**config.mk**
```make
export PLATFORM = sky130hd
export DESIGN_NAME = conv_seq
export DESIGN_NICKNAME = d
export VERILOG_FILES = /design/src/rtl/conv_pkg.sv /design/src/rtl/conv_timer.sv /design/src/rtl/conv_clamp.sv /design/src/rtl/conv_seq.sv
export SDC_FILE = /design/constraint.sdc
export NUM_CORES = 1
export LEC_CHECK = 0
export ABC_AREA = 1
export BUFFER_PORTS_ARGS = -buffer_cell sky130_fd_sc_hd__buf_2
export CAP_MARGIN = 20
export CORE_ASPECT_RATIO = 1.2
export CORE_UTILIZATION = 56
export CTS_BUF_LIST = sky130_fd_sc_hd__clkbuf_4 sky130_fd_sc_hd__clkbuf_8 sky130_fd_sc_hd__clkbuf_16
export DETAILED_ROUTE_END_ITERATION = 8
export PLACE_DENSITY = 0.8
export SLEW_MARGIN = 20
export SYNTH_ARGS = -nofsm -noshare
export SYNTH_HDL_FRONTEND = slang
export SYNTH_SLANG_ARGS = --single-unit
```
**constraint.sdc**
```tcl
create_clock -name clk -period 2.15 [get_ports clk]
set_input_delay 0.215 -clock clk [delete_from_list [all_inputs] [get_ports clk]]
set_output_delay 0.215 -clock clk [all_outputs]
set_load 0.05 [all_outputs]
```
**src/rtl/conv_pkg.sv**
```systemverilog
package conv_pkg;
    typedef enum logic [1:0] {
        ST_POR   = 2'd0,
        ST_CONV  = 2'd1,
        ST_SLEEP = 2'd2
    } seq_state_e;
endpackage

```
**src/rtl/conv_timer.sv**
```systemverilog
module conv_timer #(
    parameter int              CNT_W     = 8,
    parameter logic [CNT_W-1:0] RESET_VAL = '0
) (
    input  logic             clk,
    input  logic             rst_n,
    input  logic             load,
    input  logic [CNT_W-1:0] load_val,
    output logic             zero
);
    logic [CNT_W-1:0] cnt_d, cnt_q;

    always_comb begin
        cnt_d = cnt_q;
        if (load)
            cnt_d = load_val;
        else if (cnt_q != '0)
            cnt_d = cnt_q - 1'b1;
    end

    always_ff @(posedge clk or negedge rst_n) begin
        if (!rst_n) cnt_q <= RESET_VAL;
        else        cnt_q <= cnt_d;
    end

    assign zero = (cnt_q == '0);
endmodule

```
**src/rtl/conv_clamp.sv**
```systemverilog
module conv_clamp #(
    parameter int RES_W = 16,
    parameter int RAW_W = RES_W + 2
) (
    input  logic [RAW_W-1:0] raw,
    output logic [RES_W-1:0] code
);
    logic negative, overflow;

    always_comb begin
        negative = raw[RAW_W-1];
        overflow = |raw[RAW_W-2:RES_W];
        if (negative)
            code = '0;
        else if (overflow)
            code = '1;
        else
            code = raw[RES_W-1:0];
    end
endmodule

```
**src/rtl/conv_seq.sv**
```systemverilog
module conv_seq
    import conv_pkg::*;
#(
    parameter int RES_W       = 16,
    parameter int POR_CYCLES  = 50000,
    parameter int FAST_CYCLES = 1660000
) (
    input  logic             clk,
    input  logic             rst_n,
    input  logic             ev_stop_i,
    input  logic             ev_rd_done_i,
    input  logic             cfg_wr_i,
    input  logic             cfg_slow_i,
    input  logic             mod_done_i,
    input  logic [RES_W+1:0] mod_result_i,
    output logic             busy_o,
    output logic             sleep_o,
    output logic             conv_start_o,
    output logic             slow_mode_o,
    output logic [RES_W-1:0] result_o
);
    localparam int RAW_W = RES_W + 2;
    localparam int CNT_W = $clog2(2 * FAST_CYCLES + 1);
    localparam logic [CNT_W-1:0] POR_LEN  = CNT_W'(POR_CYCLES - 1);
    localparam logic [CNT_W-1:0] FAST_LEN = CNT_W'(FAST_CYCLES - 1);
    localparam logic [CNT_W-1:0] SLOW_LEN = CNT_W'(2 * FAST_CYCLES - 1);

    typedef struct packed {
        seq_state_e       st;
        logic             slow;
        logic             pend;
        logic             kick;
        logic [RES_W-1:0] res;
    } seq_regs_t;

    seq_regs_t        r_d, r_q;
    logic             tmr_load, tmr_zero;
    logic [CNT_W-1:0] tmr_val;
    logic [RES_W-1:0] clamped;
    logic             start_ev;

    conv_clamp #(.RES_W(RES_W), .RAW_W(RAW_W)) u_clamp (
        .raw  (mod_result_i),
        .code (clamped)
    );

    conv_timer #(.CNT_W(CNT_W), .RESET_VAL(POR_LEN)) u_timer (
        .clk      (clk),
        .rst_n    (rst_n),
        .load     (tmr_load),
        .load_val (tmr_val),
        .zero     (tmr_zero)
    );

    assign start_ev = ev_stop_i | ev_rd_done_i;

    always_comb begin
        r_d      = r_q;
        r_d.kick = 1'b0;
        tmr_load = 1'b0;
        tmr_val  = FAST_LEN;
        if (cfg_wr_i) r_d.pend = cfg_slow_i;
        case (r_q.st)
            ST_POR: begin
                if (tmr_zero) begin
                    r_d.st   = ST_CONV;
                    r_d.slow = 1'b0;
                    r_d.kick = 1'b1;
                    tmr_load = 1'b1;
                    tmr_val  = FAST_LEN;
                end
            end
            ST_CONV: begin
                if (mod_done_i) r_d.res = clamped;
                if (tmr_zero)   r_d.st  = ST_SLEEP;
            end
            ST_SLEEP: begin
                if (start_ev) begin
                    r_d.st   = ST_CONV;
                    r_d.slow = r_q.pend;
                    r_d.kick = 1'b1;
                    tmr_load = 1'b1;
                    tmr_val  = r_q.pend ? SLOW_LEN : FAST_LEN;
                end
            end
            default: r_d.st = ST_POR;
        endcase
    end

    always_ff @(posedge clk or negedge rst_n) begin
        if (!rst_n) begin
            r_q.st   <= ST_POR;
            r_q.slow <= 1'b0;
            r_q.pend <= 1'b0;
            r_q.kick <= 1'b0;
            r_q.res  <= '0;
        end else begin
            r_q <= r_d;
        end
    end

    assign busy_o       = (r_q.st != ST_SLEEP);
    assign sleep_o      = (r_q.st == ST_SLEEP);
    assign conv_start_o = r_q.kick;
    assign slow_mode_o  = r_q.slow;
    assign result_o     = r_q.res;

    AST_CONV_NO_RESTART: assert property (@(posedge clk) disable iff (!rst_n)
        (r_q.st == ST_CONV && !tmr_zero) |=> (r_q.st == ST_CONV));

    AST_END_TO_SLEEP: assert property (@(posedge clk) disable iff (!rst_n)
        (r_q.st == ST_CONV && tmr_zero) |=> sleep_o);

    AST_HOLD_IN_SLEEP: assert property (@(posedge clk) disable iff (!rst_n)
        sleep_o |=> $stable(result_o));

    AST_MODE_FROZEN: assert property (@(posedge clk) disable iff (!rst_n)
        !sleep_o |=> $stable(slow_mode_o));

    AST_KICK_IN_CONV: assert property (@(posedge clk) disable iff (!rst_n)
        conv_start_o |-> (busy_o && r_q.st == ST_CONV));
endmodule

```
== Word level (Yosys, flattened, before mapping) ==
Index checks and enable logic that the tools add are counted.
W data, S select, Z words.

* Add/sub/neg operators: 1
* Eq/ne operators: 6
* Reduce and logical (&&, ||, !) cells: 8
* Bitwise operators: 1
* Multiplexer cells: 15

{| class="wikitable"
|+ Operators with widths
! operator !! count
|-
| $mux W22 || 5
|-
| $mux W16 || 2
|-
| $logic_not A22 Y1 || 1
|-
| $reduce_bool A22 Y1 || 1
|-
| $sub A22 B1 Y22 const B || 1
|-
| $mux W3 || 2
|-
| $ne A2 B2 Y1 const B || 3
|-
| $pmux W2 S3 || 1
|-
| $reduce_and A3 Y1 || 2
|-
| $pmux W1 S2 || 2
|-
| $reduce_bool A2 Y1 || 2
|-
| $eq A2 B1 Y1 const B || 1
|-
| $eq A2 B2 Y1 const B || 1
|-
| $logic_not A2 Y1 || 1
|-
| $mux W1 || 2
|-
| $mux W2 || 1
|-
| $ne A2 B1 Y1 const B || 1
|-
| $reduce_and A2 Y1 || 1
|-
| $or A1 B1 Y1 || 1
|}

* Input port bits: 25
* Flip-flop bits (word level): 43
* Output and inout port bits: 20

== Longest topological paths before layout ==
* Depth after elaboration: 4
* Mapped depth: 10

== Modules after synthesis ==
A second synthesis with hierarchy kept.

* Cells, all modules: 367
* Area total of the unflattened synthesis: 2633.8 um2

{| class="wikitable"
|+ By module, submodules not included
! module !! cells each !! times used !! area each (um2)
|-
| conv_timer || 221 || 1 || 1497.7
|-
| conv_seq || 110 || 1 || 974.7
|-
| conv_clamp || 36 || 1 || 161.4
|}

== Least setup slack after synthesis ==
No wires, ideal clock.

* Kind: reg-to-reg
* Start point: register r_q[20] in the netlist's numbering
* End point: register r_q[20] in the netlist's numbering
* Clock period less this slack: 1710 ps
* Data arrival time: 1624 ps
* Path slack: 440 ps
* Library setup time: 86 ps
* Data required time: 2064 ps
* Stages on the path, launching flop included: 5
* Buffers on the path: 0
* Path through: dfrtp_1 inv_2 nor2_2 inv_1 o22ai_1

* Longest elaborated chain between the ends: 3
* Elaborated cells between the ends (all ways): 8

{| class="wikitable"
|+ Ends and longest elaborated chain
! item !! RTL line !! RTL
|-
| start: declaration || conv_seq.sv:36 || <nowiki>seq_regs_t r_d, r_q;</nowiki>
|-
| start signal: assignment || conv_seq.sv:98 || <nowiki>r_q <= r_d;</nowiki>
|-
| $eq A2 B2 Y1 (*) || - ||
|-
| named net sleep_o || conv_seq.sv:17 || <nowiki>output logic sleep_o,</nowiki>
|-
| $ne A2 B1 Y1 (no line) || - ||
|-
| $reduce_and A3 Y1 (no line) || - ||
|}

Mark *: on every way through the listed nets, which the timed path passes. The rest lies on a longest branch.
A chain may end at the register's enable or synchronous reset.

== Final worst setup path ==
* Start point: register u_timer.cnt_q[4]
* End point: register u_timer.cnt_q[17]

* Longest elaborated chain between the ends: 4
* Elaborated cells between the ends (all ways): 8

{| class="wikitable"
|+ Ends and longest elaborated chain
! item !! RTL line !! RTL
|-
| start: declaration || conv_timer.sv:11 || <nowiki>logic [CNT_W-1:0] cnt_d, cnt_q;</nowiki>
|-
| start signal: assignment || conv_timer.sv:23 || <nowiki>else cnt_q <= cnt_d;</nowiki>
|-
| parallel branches: the longest is 4 deep, another holds $sub A22 B1 Y22 || - ||
|}

Parallel ways; which one is timed is not known. The select of a mux whose other input is x is not followed.

==> summary by stage <==
Status
The run finished with clean final reports.

Global route
The number of antenna violations at the first check in global routing is 0. The first-pass GRT wire length is 9190 um. The maximum number of pins on one net before global-route repair is 44. In the global route stage, overall resource usage came out at 25.05%. The final global-route overflow total is 0. The number of global-route vias before repair is 2094.

Cells and area
The number of standard cells in the final layout excluding fillers is 409. Cells with a size suffix above 1 make up 25.21% of the layout. At the end of the flow, the number of nets in the layout was 379. The count of fill cells added during filler insertion is 393. The synthesis-to-finish area growth is 10.11%. Across the whole layout, storage elements account for 1087 sq um. The combined area of the multi-input logic cells is 1175 sq um. 0 antenna diodes ended up in the layout. After routing the design area is 2793 sq um.

Floorplanning
The die covers 4803 sq um. The floorplan step set the die width to 63.44 um. Pin placement for this block handled 45 I/O pins.

The site row count is 26. Measured along the y axis, the die boundary spans 75.72 um. The core region area is 4294 sq um.

The effective utilization at floorplan is 59.06%.

Clock network
The H-tree generated during clock tree synthesis spans 2 levels. The largest buffer count on any clock path is 2. At the later pin of the worst-skew pair, clock insertion delay measures 0.30 ns. Buffers inserted during clock tree synthesis total 5. The tree is rooted in a clkbuf_8. Clock-pin slew was measured on the worst setup and hold paths at 0.08 ns. The clock sink count is 43. The clock tree from TritonCTS is built.

Synthesis
Sorting the synthesized cells by area gives the leading types as dfrtp_1 34%, nand2_1 11%, dfstp_2 9.3%. The synthesized netlist devotes 2.763% of its cell area to XOR and XNOR gates. The top cell type's share of synthesized area is 33.55%. The number of storage elements in the synthesis netlist is 43.

After synthesis, the netlist uses 31 different library cells. Summing every instance area after synthesis gives 2536 sq um. The commonest cells after synthesis are 77 x nand2_1, 45 x nor2_1, 34 x dfrtp_1, 29 x inv_1, 18 x o21ai_0.

After Yosys synthesis, full adders, half adders and majority gates account for 0.9867% of the synthesized area. Among all flip-flop cells after synthesis, the most frequent one is dfrtp_1. The average instance area after synthesis is 7.901 sq um.

The number of enable flip-flop cells after synthesis is 0. Measured against the total synthesized area, the mux share comes to 0.4440%. Summed over all instances, the cell type with the most area after synthesis is dfrtp_1. Summing the areas of all compound-gate instances in the mapped netlist gives 12.58% of the synthesized area. The fraction of the yosys area taken by sequential cells is 42.87%. The Yosys step of the flow raised 0 warnings. The dominant cell by count in the synthesized netlist is nand2_1.

The post-synthesis net count is 348. The area fraction in and, or, nand and nor cells after synthesis is 29.55%. Of all flip-flops after synthesis, the portion carrying an async set or reset was 100.0%.

After technology mapping, the gate count stands at 321. The dominant combinational cell family by area after synthesis is simple AND/OR/NAND/NOR gates.

Worst setup path
The startpoint identified for the worst register-to-register timing path is u_timer.cnt_q[4]$_DFFE_PN0P_. The worst endpoint required time is 2.39 ns. The worst register-to-register path has a depth of 7. The worst register-to-register path has a setup slack of 0.43 ns. The worst reg2reg path endpoint is u_timer.cnt_q[17]$_DFFE_PN0P_. In this run the worst path has a maximum fanout of 7. The element type at the critical path end is a flip-flop. The type of the worst setup path is reg2reg. STA classifies the critical path startpoint as a flip-flop. For the worst setup path, the data arrival time is 1.96 ns.

Hold path
The endpoint of the worst hold-timing path is result_o[1]$_DFFE_PN0P_. Counting instances, the worst hold path has a depth of 3. The classification of the worst-slack hold path is in2reg. In this run the most critical hold path is launched from mod_result_i[1].

Route
The final wirelength is 5341 um. Dividing the detail-routed wire length by the instance count gives 13.06 um. The residual antenna-violating net count after detailed routing is 0. The post-route DRC violation count is 0. Before antenna repair, the detailed router went through 5 iterations. The via density per instance is 5.252. The routed via count is 2148. The first routing iteration left 137 violations.

STA
The final critical path takes up 79.87% of the cycle. The least setup slack across all paths after layout is 0.4329 ns. The actual slew at the worst max-slew pin is 0.5894 ns. The setup-violating endpoint count in the final report is 0. The final critical path time including I/O delays and setup is 1.717 ns. Static timing analysis puts the maximum clock frequency at 582.4 MHz.

The post-route clock skew is 0.003387 ns. The worst hold slack is 0.1406 ns. The final number of hold-violating endpoints is 0. The final number of max-transition violations is 0. Measured against its own limit, the worst slew margin works out to 60.66%. Summed over all failing endpoints, the final setup total negative slack is 0 ns. Setup repair after global routing left no endpoint under its margin.

Run
The max capacitance violation total is 0.

Placed design
The pre-CTS worst setup slack is 0.4760 ns. Input and output buffers added on the ports amount to 44. The global placement routability congestion is 0.9226. Summed over all nets, the half-perimeter wirelength after detailed placement is 4015 um. The placed cell count is 400. In this run the cell area measured after placement is 2684 sq um.

Power and ir drop
Dividing total power by cell area gives a power density of 548.3 nW/um^2. For this design the static power due to leakage is 0.001425 uW. The worst-case IR drop observed on VDD is 0.3967 mV.
==> metrics by stage <==
step | utilization [%] | total power (uW)
global placement | 62.50 | 988.8
global route | 65.04 | 1585
detailed placement | 62.50 | 991.3
floorplan | - | 953.9
CTS | 65.04 | 1544
finish | 65.04 | 1531
==> routing by layer <==
metal / part of all wire, % / up-vias / routed length, um / track usage (%)
met1: 43 / 992 / 2307 / 29.89
met2: 50 / 65 / 2680 / 45.15
met3: 5.5 / 8 / 292 / 5.389
met4: 1.1 / 0 / 61 / 8.586
li1: - / 1083 / - / -
met5: 0 / - / 0 / 0
==> flip-flops by register name, summed over array words and instances (netlist names) <==
register / cells
conv_start_o: 1
r_q: 3
result_o: 16
slow_mode_o: 1
u_timer.cnt_q: 22
==> critical path, stage by stage, from the launching register on <==
cell and delay (ns):
dfrtp_1 0.42, nor2_1 0.25, nand2_1 0.10, nor2_1 0.42
nand3b_1 0.16, o21ai_0 0.18, nor2_1 0.06, nor2_1 0.08
==> worst max-delay path by stage <==
stage,from,to,slack [ns],cells past startpoint
3_3_place_gp,u_timer.cnt_q[13]$_DFFE_PN0P_,u_timer.cnt_q[16]$_DFFE_PN0P_,0.53,8
4_1_cts,u_timer.cnt_q[0]$_DFFE_PN1P_,u_timer.cnt_q[6]$_DFFE_PN1P_,0.46,9
5_1_grt,u_timer.cnt_q[4]$_DFFE_PN0P_,u_timer.cnt_q[13]$_DFFE_PN0P_,0.33,7
6_report,u_timer.cnt_q[4]$_DFFE_PN0P_,u_timer.cnt_q[17]$_DFFE_PN0P_,0.43,7
2_1_floorplan,r_q[20]$_DFFE_PN0P_,r_q[20]$_DFFE_PN0P_,0.44,4
3_5_place_dp,u_timer.cnt_q[0]$_DFFE_PN1P_,u_timer.cnt_q[6]$_DFFE_PN1P_,0.48,9
==> report_power, final <==
group / switching (uW) / leakage [uW] / internal [uW]
registers: 8.87 / 0.000513 / 826
logic: 104 / 0.000864 / 36.4
clock network: 293 / 0.0000474 / 262
total: 406 / 0.00142 / 1120
==> cells by family (layout without fill, tap and decap cells) <==
group | after synthesis | count (layout)
multiplexers | 1 | 1
adder cells (fa/ha/maj) | 2 | 2
XOR/XNOR | 8 | 8
AND/OR/NAND/NOR | 164 | 164
flip-flops | 43 | 43
AO/OA/AOI/OAI | 49 | 49
buffers and inverters | 54 | 86
==> final cells by class <==
class / count / share of cell area, %
multi-input combinational: 224 / 42.07
inverter: 31 / 4.167
clock inverter: 2 / 0.5824
tap: 56 / 2.509
sequential: 43 / 38.93
clock buffer: 6 / 2.957
timing repair buffer: 47 / 8.781
==> what timing repair did <==
action	CTS	global route
resized for setup	0	0
hold buffers	1	0
hold endpoints to repair	20	0
buffers inserted	0	0
==> cell usage in the layout, fill, tap and decap left out, types with 2 or more instances in the layout <==
master	synthesis	final
xor2_1	3	3
buf_4	17	2
nor2_1	45	45
clkbuf_8	0	6
nand3_1	15	15
o211ai_1	17	17
inv_1	29	29
o211ai_2	2	2
o21ai_0	18	18
nand2_2	3	3
ha_1	2	2
nand3_4	2	2
nand3b_1	2	2
nand2_1	77	77
dfstp_2	9	9
buf_2	0	44
nor2_2	9	9
inv_2	2	2
nand4_1	5	5
a21oi_1	8	8
nor2_4	2	2
nand2_4	2	2
xnor2_1	5	5
dfrtp_1	34	34
Power figures use the tool's default switching activity.
